## src/rtl/ppc_pkg.sv

```systemverilog
package ppc_pkg;

  typedef enum logic [1:0] {
    CLS_RUN    = 2'd0,
    CLS_PAUSED = 2'd1,
    CLS_OFF    = 2'd2
  } cls_state_e;

endpackage

```

## src/rtl/ppc_class_fsm.sv

```systemverilog
module ppc_class_fsm
  import ppc_pkg::*;
#(
  parameter int  OCC_W  = 16,
  parameter int  TIME_W = 16,
  parameter int  WDOG_W = 24,
  parameter bit  ENABLE = 1'b1
) (
  input  logic              clk,
  input  logic              rst_n,
  input  logic [OCC_W-1:0]  occ_i,
  input  logic [OCC_W-1:0]  xoff_i,
  input  logic [OCC_W-1:0]  xon_i,
  input  logic [TIME_W-1:0] quanta_i,
  input  logic [WDOG_W-1:0] wdog_lim_i,
  input  logic              clear_i,
  output logic              pause_evt_o,
  output logic              resume_evt_o,
  output logic [TIME_W-1:0] time_o,
  output logic              fault_o,
  output logic              paused_o,
  output logic              disabled_o
);

  cls_state_e        state_q, state_d;
  logic [WDOG_W-1:0] wcnt_q, wcnt_d;
  logic              wcnt_en;
  logic [TIME_W-1:0] rcnt_q, rcnt_d;
  logic              rcnt_en;
  logic              pev_q, pev_d;
  logic              rev_q, rev_d;
  logic              flt_q, flt_d;
  logic [TIME_W-1:0] time_q, time_d;

  logic              above_xoff;
  logic              below_xon;
  logic              wd_hit;
  logic [TIME_W-1:0] half_quanta;

  assign above_xoff  = ENABLE && (occ_i > xoff_i);
  assign below_xon   = occ_i < xon_i;
  assign wd_hit      = wcnt_q >= wdog_lim_i;
  assign half_quanta = quanta_i >> 1;

  // next-state process
  always_comb begin
    state_d = state_q;
    wcnt_d  = wcnt_q;
    wcnt_en = 1'b0;
    rcnt_d  = rcnt_q;
    rcnt_en = 1'b0;
    pev_d   = 1'b0;
    rev_d   = 1'b0;
    flt_d   = 1'b0;
    unique case (state_q)
      CLS_RUN: begin
        if (above_xoff) begin
          state_d = CLS_PAUSED;
          wcnt_d  = '0;
          wcnt_en = 1'b1;
          rcnt_d  = '0;
          rcnt_en = 1'b1;
          pev_d   = 1'b1;
        end
      end
      CLS_PAUSED: begin
        if (wd_hit) begin
          state_d = CLS_OFF;
          flt_d   = 1'b1;
        end else if (below_xon) begin
          state_d = CLS_RUN;
          rev_d   = 1'b1;
        end else begin
          wcnt_d  = wcnt_q + WDOG_W'(1);
          wcnt_en = 1'b1;
          if (above_xoff && (rcnt_q >= half_quanta)) begin
            pev_d   = 1'b1;
            rcnt_d  = '0;
            rcnt_en = 1'b1;
          end else if (rcnt_q != '1) begin
            rcnt_d  = rcnt_q + TIME_W'(1);
            rcnt_en = 1'b1;
          end
        end
      end
      CLS_OFF: begin
        if (clear_i) state_d = CLS_RUN;
      end
      default: state_d = CLS_RUN;
    endcase
    time_d = pev_d ? quanta_i : '0;
  end

  // register process
  always_ff @(posedge clk or negedge rst_n) begin
    if (!rst_n) begin
      state_q <= CLS_RUN;
      wcnt_q  <= '0;
      rcnt_q  <= '0;
      pev_q   <= 1'b0;
      rev_q   <= 1'b0;
      flt_q   <= 1'b0;
      time_q  <= '0;
    end else begin
      state_q <= state_d;
      if (wcnt_en) wcnt_q <= wcnt_d;
      if (rcnt_en) rcnt_q <= rcnt_d;
      pev_q   <= pev_d;
      rev_q   <= rev_d;
      flt_q   <= flt_d;
      time_q  <= time_d;
    end
  end

  assign pause_evt_o  = pev_q;
  assign resume_evt_o = rev_q;
  assign time_o       = time_q;
  assign fault_o      = flt_q;
  assign paused_o     = (state_q == CLS_PAUSED);
  assign disabled_o   = (state_q == CLS_OFF);

  // entry into the paused state is always announced by a pause request
  a_r3_pause_announced: assert property (@(posedge clk) disable iff (!rst_n)
    $rose(paused_o) |-> pause_evt_o);

  // a resume only leaves a class that was paused, and it is running after
  a_r4_resume_from_paused: assert property (@(posedge clk) disable iff (!rst_n)
    resume_evt_o |-> ($past(state_q) == CLS_PAUSED) && !paused_o && !disabled_o);

  // the disabled state is entered from pause, with a fault pulse, no request
  a_r8_disable_with_fault: assert property (@(posedge clk) disable iff (!rst_n)
    $rose(disabled_o) |-> ($past(state_q) == CLS_PAUSED) && fault_o && !pause_evt_o && !resume_evt_o);

  // without a clear, a disabled class stays disabled
  a_r9_disabled_holds: assert property (@(posedge clk) disable iff (!rst_n)
    ($past(disabled_o) && !$past(clear_i)) |-> disabled_o);

  // pause and resume never coincide for one class
  a_r10_single_event: assert property (@(posedge clk) disable iff (!rst_n)
    !(pause_evt_o && resume_evt_o));

  generate
    if (!ENABLE) begin : g_masked_chk
      // a masked class never leaves the running state
      a_r2_masked_idle: assert property (@(posedge clk) disable iff (!rst_n)
        !paused_o && !pause_evt_o);
    end
  endgenerate

endmodule

```

## src/rtl/ppc_req_merge.sv

```systemverilog
module ppc_req_merge #(
  parameter int NUM_CLASS = 8,
  parameter int TIME_W    = 16
) (
  input  logic                        clk,
  input  logic                        rst_n,
  input  logic [NUM_CLASS-1:0]        pause_evt_i,
  input  logic [NUM_CLASS-1:0]        resume_evt_i,
  input  logic [NUM_CLASS*TIME_W-1:0] time_i,
  input  logic [NUM_CLASS-1:0]        fault_i,
  output logic                        req_valid_o,
  output logic [NUM_CLASS-1:0]        req_en_o,
  output logic [NUM_CLASS*TIME_W-1:0] req_time_o,
  output logic                        fault_o
);

  logic [NUM_CLASS-1:0] en_vec;

  always_comb begin
    en_vec = pause_evt_i | resume_evt_i;
  end

  assign req_en_o    = en_vec;
  assign req_valid_o = |en_vec;
  assign req_time_o  = time_i;
  assign fault_o     = |fault_i;

  // a nonzero time field only ever belongs to an addressed class
  generate
    for (genvar g = 0; g < NUM_CLASS; g++) begin : g_time_chk
      a_r10_time_needs_enable: assert property (@(posedge clk) disable iff (!rst_n)
        (time_i[g*TIME_W +: TIME_W] != '0) |-> pause_evt_i[g]);
    end
  endgenerate

endmodule

```

## src/rtl/prio_pause_ctrl.sv

```systemverilog
module prio_pause_ctrl
  import ppc_pkg::*;
#(
  parameter int                 NUM_CLASS  = 8,
  parameter int                 OCC_W      = 16,
  parameter int                 TIME_W     = 16,
  parameter int                 WDOG_W     = 24,
  parameter logic [NUM_CLASS-1:0] CLASS_MASK = 8'h08
) (
  input  logic                        clk,
  input  logic                        rst_n,
  input  logic [NUM_CLASS*OCC_W-1:0]  occ_i,
  input  logic [OCC_W-1:0]            xoff_thr_i,
  input  logic [OCC_W-1:0]            xon_thr_i,
  input  logic [TIME_W-1:0]           quanta_i,
  input  logic [WDOG_W-1:0]           wdog_limit_i,
  input  logic [NUM_CLASS-1:0]        dis_clear_i,
  output logic                        req_valid_o,
  output logic [NUM_CLASS-1:0]        req_en_o,
  output logic [NUM_CLASS*TIME_W-1:0] req_time_o,
  output logic [NUM_CLASS-1:0]        paused_o,
  output logic [NUM_CLASS-1:0]        disabled_o,
  output logic                        fault_o
);

  localparam int TIME_BUS_W = NUM_CLASS * TIME_W;

  logic [NUM_CLASS-1:0]  pev;
  logic [NUM_CLASS-1:0]  rev;
  logic [NUM_CLASS-1:0]  flt;
  logic [TIME_BUS_W-1:0] time_bus;

  generate
    for (genvar g = 0; g < NUM_CLASS; g++) begin : g_class
      ppc_class_fsm #(
        .OCC_W  (OCC_W),
        .TIME_W (TIME_W),
        .WDOG_W (WDOG_W),
        .ENABLE (CLASS_MASK[g])
      ) u_fsm (
        .clk          (clk),
        .rst_n        (rst_n),
        .occ_i        (occ_i[g*OCC_W +: OCC_W]),
        .xoff_i       (xoff_thr_i),
        .xon_i        (xon_thr_i),
        .quanta_i     (quanta_i),
        .wdog_lim_i   (wdog_limit_i),
        .clear_i      (dis_clear_i[g]),
        .pause_evt_o  (pev[g]),
        .resume_evt_o (rev[g]),
        .time_o       (time_bus[g*TIME_W +: TIME_W]),
        .fault_o      (flt[g]),
        .paused_o     (paused_o[g]),
        .disabled_o   (disabled_o[g])
      );

      // every addressed class that is not paused afterwards carries time zero (a resume)
      a_r3_pause_lands_paused: assert property (@(posedge clk) disable iff (!rst_n)
        (req_en_o[g] && !paused_o[g]) |-> (req_time_o[g*TIME_W +: TIME_W] == '0));
    end
  endgenerate

  ppc_req_merge #(
    .NUM_CLASS (NUM_CLASS),
    .TIME_W    (TIME_W)
  ) u_merge (
    .clk          (clk),
    .rst_n        (rst_n),
    .pause_evt_i  (pev),
    .resume_evt_i (rev),
    .time_i       (time_bus),
    .fault_i      (flt),
    .req_valid_o  (req_valid_o),
    .req_en_o     (req_en_o),
    .req_time_o   (req_time_o),
    .fault_o      (fault_o)
  );

  // a fault pulse always comes with a disabled class
  a_r8_fault_has_disabled: assert property (@(posedge clk) disable iff (!rst_n)
    fault_o |-> (disabled_o != '0));

  // a class is never paused and disabled together
  a_r1_state_exclusive: assert property (@(posedge clk) disable iff (!rst_n)
    (paused_o & disabled_o) == '0);

endmodule

```

## config.mk

```make
export PLATFORM = sky130hd
export DESIGN_NAME = prio_pause_ctrl
export DESIGN_NICKNAME = d
export VERILOG_FILES = /design/src/rtl/ppc_pkg.sv /design/src/rtl/ppc_class_fsm.sv /design/src/rtl/ppc_req_merge.sv /design/src/rtl/prio_pause_ctrl.sv
export SDC_FILE = /design/constraint.sdc
export NUM_CORES = 1
export LEC_CHECK = 0
export ABC_AREA = 0
export CAP_MARGIN = 0
export CELL_PAD_IN_SITES_DETAIL_PLACEMENT = 1
export CELL_PAD_IN_SITES_GLOBAL_PLACEMENT = 2
export CORE_ASPECT_RATIO = 1.2
export CORE_UTILIZATION = 20
export DETAILED_ROUTE_END_ITERATION = 12
export PLACE_DENSITY = 0.91
export SLEW_MARGIN = 40
export SYNTH_ARGS = -nofsm -noshare
export SYNTH_HDL_FRONTEND = slang
export SYNTH_SLANG_ARGS = --single-unit
```

## constraint.sdc

```tcl
create_clock -name clk -period 3.1 [get_ports clk]
set_input_delay 0.465 -clock clk [delete_from_list [all_inputs] [get_ports clk]]
set_output_delay 0.465 -clock clk [all_outputs]
set_load 0.05 [all_outputs]
```

* Word level (Yosys, flattened, before mapping) *
Index checks and enable logic that the tools add are counted.
Widths: inputs -> output; s select.

word-level totals
  output and inout bits = 154
  input bits = 210
  flip-flop bits (word level) = 257
  word-level logic and storage cells = 268

operators by class
  mux-type cells = 118
  reduce and logical (&&, ||, !) cells = 29
  eq/ne operators = 37
  $lt $le $gt $ge = 18
  add/subtract/negate cells = 9
  bitwise operators = 22

operators with widths
  operator               number
  $add 24x1->24 const B  8
  $ge 24x24->1           8
  $lt 16x16->1           8
  $mux 16                6
  $mux 24                3
  $mux 1                 71
  $mux 2                 25
  $pmux 2 s3             8
  $pmux 24 s2            1
  $pmux 16 s2            1
  $reduce_and 4->1       7
  $ne 3x3->1 const B     9
  $reduce_and 3->1       8
  $not 1->1              21
  $ne 2x2->1 const B     10
  $add 16x1->16 const B  1
  $eq 2x1->1 const B     8
  $eq 2x2->1 const B     8
  $ge 16x15->1           1
  $gt 16x16->1           1
  $logic_not 2->1        8
  $ne 16x16->1 const B   1
  $reduce_or 8->1        2
  $or 4x8->8             1
  other kinds (6)        8

* Logic depth before layout (Yosys ltp) *
Gate-level depths: netlist of the first run.

  word-level depth = 7
  gate-level depth with buffers = 11
  depth with buffers taken out = 9

* Modules after synthesis *
A second synthesis of the first run with hierarchy kept.

second synthesis, totals
  cell total of the unflattened synthesis = 832
  area total of the unflattened synthesis = 6,824.0 µm²

modules (own cells, without submodules)
  module                                 instances  sequential area each (µm²)  area an instance (µm²)  cells an instance
  ppc_class_fsm at g_class[3].u_fsm      1          1,526.5                     4,635.7                 534
  ppc_class_fsm at g_class[0].u_fsm ...  7          0.0                         161.4                   22
  ppc_req_merge                          1          0.0                         1,058.5                 144

* Worst setup path after synthesis of the first run *
Ideal clock, no wire load.

  kind = input -> register
  start = input port wdog_limit_i[2]
  end = register g_class[3].u_fsm.wcnt_q[10]
  library setup time = 0.066 ns
  stages = 10
  data arrival time = 2.401 ns
  setup slack = 0.633 ns
  cells stage by stage = inv_1 -> ha_1 -> a211oi_1 -> o21ai_1 -> a41oi_2 -> o2111a_2 -> nand3_4 -> buf_6 -> or4b_1 -> nand2_1

on the way
  cells in the longest elaborated chain, start to end = 4
  elaborated cells between the ends (all ways) = 5
  classes of those cells = 1 x order compare; 1 x eq/ne; 2 x mux; 1 x reduce/logical

RTL lines
  item                                 RTL line               source
  start, declared                      prio_pause_ctrl.sv:16  input logic [WDOG_W-1:0] wdog_limit_i,
  $ge 24x24->1 *                       ppc_class_fsm.sv:42    assign wd_hit = wcnt_q >= wdog_lim_i;
  $mux 1                               ppc_class_fsm.sv:67    if (wd_hit) begin
  $pmux 1 s2                           ppc_class_fsm.sv:55    unique case (state_q)
  $reduce_and 5->1 (no source line) *  n/a
  end signal, assigned                 ppc_class_fsm.sv:106   if (wcnt_en) wcnt_q <= wcnt_d;
  end, declared                        ppc_class_fsm.sv:26    logic [WDOG_W-1:0] wcnt_q, wcnt_d;

Mark *: on every way between the ends. The rest lies on a longest branch, timed or not.
A chain may end at the register's enable or synchronous reset.

* Final worst setup path of the first run *
  start = input port occ_i[59]
  end = register g_class[3].u_fsm.rcnt_q[9]

on the way
  cells in the longest elaborated chain, start to end = 7
  elaborated cells between the ends (all ways) = 16
  classes of those cells = 2 x order compare; 3 x eq/ne; 9 x mux; 2 x reduce/logical

RTL lines
  item                               RTL line               source
  start, declared                    prio_pause_ctrl.sv:12  input logic [NUM_CLASS*OCC_W-1:0] occ_i,
  $gt 16x16->1                       ppc_class_fsm.sv:40    assign above_xoff = ENABLE && (occ_i > xoff_i);
  $logic_and 1x1->1                  ppc_class_fsm.sv:76    if (above_xoff && (rcnt_q >= half_quanta)) begin
  $mux 1                             ppc_class_fsm.sv:76
  $mux 1                             ppc_class_fsm.sv:70    end else if (below_xon) begin
  $mux 1                             ppc_class_fsm.sv:67
  $pmux 1 s2                         ppc_class_fsm.sv:55
  $reduce_and 6->1 (no source line)  n/a
  end signal, assigned               ppc_class_fsm.sv:107   if (rcnt_en) rcnt_q <= rcnt_d;
  end, declared                      ppc_class_fsm.sv:28    logic [TIME_W-1:0] rcnt_q, rcnt_d;

Parallel ways exist; a longest one is shown, timed or not. The select of a mux whose other input is x is not followed.

==> results.toml, run 1 <==
[die]
core_um2 = 29500
ios = 364
fp.dieArea_um2 = 30600
die_w_um = 160
row_count = 69
start_util = 0.203
die_h_um = 192

[global_route]
first_global_vias = 5272
grt.total_usage = 0.110
grt_overflow = 0
grt_max_degree = 34
antenna_found_initial = 0
grt_pass1_wl_um = 26700

[drt]
drc_errors = 0
dr.pass1.iters = 4
wl_per_cell_um = 13.1
drt-total-wl_um = 16500
drt_iter0_markers = 109
vias_per_cell = 4.10
vias = 5158
final_antenna_net_count = 0

[timing]
maxSlewHeadroom = 0.564
finalCriticalPeriod_ps = 2970
fin_skew_ps = 9.25
tns_ps = 0
fmax_mhz = 336
fin_ws_ps = 126
holdWs_ps = 24.3
hold_viol = 0
tightestPinTransition_ps = 652
final_max_slew_viol_count = 0
rsz0062_at_grt = "false"
fin_crit_sh = 0.960
setup_viol = 0

[power]
p_comb_frac = 0.438
p_sw_w = 0.00146
p_leak_nw = 3.81
power_frac_clock = 0.297
ir_worst_vdd_mv = 0.257
p_int_w = 0.00213
swShare = 0.407
powerDensity_nw_per_um2 = 457
power_frac_seq = 0.264

[clocking]
ctsRootBufferMaster = "clkbuf_16"
cts_htree_levels = 3
clk_pin_slew_worst_paths_ps = 60
clk_latency_ps = 330
cts_tree = "done"
post_cts_buffers = 0
numCtsBuffers = 9
clock_path_buffers = 2
cts_sinks = 61

[place]
hpwl_um = 13800
place_inst = 1242
globalplace.congestion = 0.812
place_ws_ps = -341
port-buffer-count = 111

[synthesis]
synth_edf_count = 0
synth.distinct_cells = 60
yosys-mux-area-fraction = 0.0251
seq_area_frac_synth = 0.255
ys_top_cells_by_area = "dfrtp_1 (26%), buf_4 (17%), ha_1 (15%), inv_1 (5.4%), nand2_1 (3.4%)"
synth_area_um2 = 5990
synth_fa_ha_area_frac = 0.151
synthArstFlopShare = 1.00
synth-xor-area-share = 0
synthCells = 703
synth_simple_gate_area_frac = 0.190
synth_top_family_by_area = "buffers and inverters"
synth_area_leader_cell = "dfrtp_1"
ys.warnings.count = 0
synth_compound_area_frac = 0.138
synth_top_cell_area_share = 0.255
synth_flop_cell = "dfrtp_1"
postSynthAreaPerCell_um2 = 8.51
synth_seq_cells = 61

[critical_path]
critPathRequiredTime_ps = 3350
cp_max_fo = 8
path_cells = "clkdlybuf4s50_1 > buf_4 > ha_1 > nand4_1 > buf_4 > or4_4 > a31oi_4 > or4b_1 > mux2i_1"
r2r-start = "g_class[3].u_fsm.wcnt_q[17]"
cpMostUsedCell = "buf_4"
endpoint_kind = "flop"
reg2regPathDepth = 10
start_kind = "input port"
path_class = "in2reg"
critical_path.slowest_cell = "or4_4"
cp.arrival_ps = 3220
reg2reg_slack_ps = 470
cpPeakStageDelay_ps = 560
worstReg2RegEnd = "g_class[3].u_fsm.rcnt_q[3]"

[layout]
diodes = 0
layoutNonFillerInstCount = 1257
area_delta_synth_final_pct = 31.2
drive_gt1_frac = 0.116
final_util = 0.266
final_net_count = 1144

[run]
drv_cap = 0

[status]
status = "finished clean"

[worst_hold_path]
hp-class = "in2async"
-- critical path, delay by kind of cell --
kind | cells | cell delay [ps]
multiplexers | 1 | 150
adder cells (fa/ha/maj) | 1 | 290
buffers and inverters | 3 | 780
AND/OR/NAND/NOR | 3 | 1210
AO/OA/AOI/OAI | 1 | 320
-- cell usage in the layout (no fill, tap or decap), types with 3 or more instances in the layout --
master	synthesis	layout
or4b_1	10	10
inv_1	86	86
nor2_1	26	26
mux2i_1	15	15
buf_12	0	5
and2_1	19	19
nand4_1	18	18
and4_1	3	3
o21ai_0	14	14
a21o_1	3	3
buf_4	137	54
nor2b_1	6	6
a21oi_1	28	27
clkbuf_16	0	9
conb_1	1	133
or2_2	3	3
o211ai_1	11	11
clkbuf_8	0	3
nand3b_1	5	5
nand3_1	21	21
and3_1	8	8
o311ai_0	5	5
a221oi_1	11	10
nand4bb_1	5	5
a211oi_2	1	5
ha_1	72	71
a211oi_1	10	6
clkdlybuf4s50_1	0	110
nand2b_1	12	12
nand2_1	54	53
dfrtp_1	61	61
-- how the worst max path moves through the flow --
stage	start	end	slack, ps	depth (start not counted)
2_1_floorplan	wdog_limit_i[2]	g_class[3].u_fsm.wcnt_q[10]	630	10
3_3_place_gp	xoff_thr_i[7]	g_class[3].u_fsm.rcnt_q[9]	-290	9
3_5_place_dp	xon_thr_i[15]	g_class[3].u_fsm.wcnt_q[20]	-340	11
4_1_cts	xon_thr_i[15]	g_class[3].u_fsm.rcnt_q[13]	40	12
5_1_grt	occ_i[59]	g_class[3].u_fsm.rcnt_q[9]	1	9
6_report	occ_i[59]	g_class[3].u_fsm.rcnt_q[9]	130	9
-- state kept, by name, indices dropped and copies added (netlist names) --
register                    cells
g_class.u_fsm.rcnt_q           16
g_class.u_fsm.state_q           2
g_class.u_fsm.pause_evt_o       1
g_class.u_fsm.wcnt_q           24
g_class.u_fsm.fault_o           1
g_class.u_fsm.resume_evt_o      1
g_class.u_fsm.time_o           16
-- cell usage after synthesis, drive strengths merged, types with 10 or more instances --
master / n
buf: 149
inv: 86
ha: 72
dfrtp: 61
nand2: 54
a21oi: 28
nor2: 26
nand3: 23
and2: 19
nand4: 18
o21ai: 16
mux2i: 15
nand2b: 12
o211ai: 12
a211oi: 11
a221oi: 11
or4b: 10
-- routing by layer --
layer | global-route usage | part of all wire | vias up
li1 | - | - | 2483
met1 | 0.125 | 0.41 | 2471
met2 | 0.208 | 0.52 | 187
met3 | 0.0143 | 0.048 | 17
met4 | 0.0366 | 0.016 | 0
met5 | 0 | 0 | -
-- cell type report --
cell class | instances | area, um2
fill | 3583 | 21700
multi-input combinational | 534 | 3590
timing repair buffer | 170 | 1610
sequential | 61 | 1530
tap | 390 | 488
inverter | 86 | 323
clock buffer | 13 | 270
clock inverter | 3 | 42.5
-- timing repair --
item,in CTS,in global routing
hold buffers,0,0
pin swaps,0,8
gates resized for setup,1,12
endpoints found under the setup margin,2,32
-- power by group through the flow --
stage / Sequential, W / Clock [W] / Combinational [W]
2_1_floorplan: 0.00103 / 0 / 0.00105
3_3_place_gp: 0.000961 / 0 / 0.00152
3_5_place_dp: 0.000962 / 0 / 0.00157
4_1_cts: 0.000949 / 0.00109 / 0.00157
5_1_grt: 0.000963 / 0.00112 / 0.00171
6_report: 0.000948 / 0.00107 / 0.00157
-- cell families after synthesis --
kind of cell,after synthesis
other,1
adder cells (fa/ha/maj),72
flip-flops,61
AO/OA/AOI/OAI,112
AND/OR/NAND/NOR,202
buffers and inverters,240
multiplexers,15
-- per-stage QoR --
| stage | total power [W] | cell area (um2) |
|---|---|---|
| 2_1_floorplan | 0.00208 | 6480 |
| 3_3_place_gp | 0.00248 | 7470 |
| 3_5_place_dp | 0.00253 | 7470 |
| 4_1_cts | 0.00362 | 7790 |
| 5_1_grt | 0.00380 | 7860 |
| 6_report | 0.00359 | 7860 |
Note: power is estimated with default switching activity, not from simulation.
==> run 2: changes to the inputs <==
--- a/config.mk
+++ b/config.mk
@@ -13,7 +13,6 @@
 export CORE_UTILIZATION = 20
 export DETAILED_ROUTE_END_ITERATION = 12
 export PLACE_DENSITY = 0.91
-export SLEW_MARGIN = 40
 export SYNTH_ARGS = -nofsm -noshare
 export SYNTH_HDL_FRONTEND = slang
 export SYNTH_SLANG_ARGS = --single-unit
==> results of run 2 <==
Final layout, timing and power as in run 1 (identical DEF).
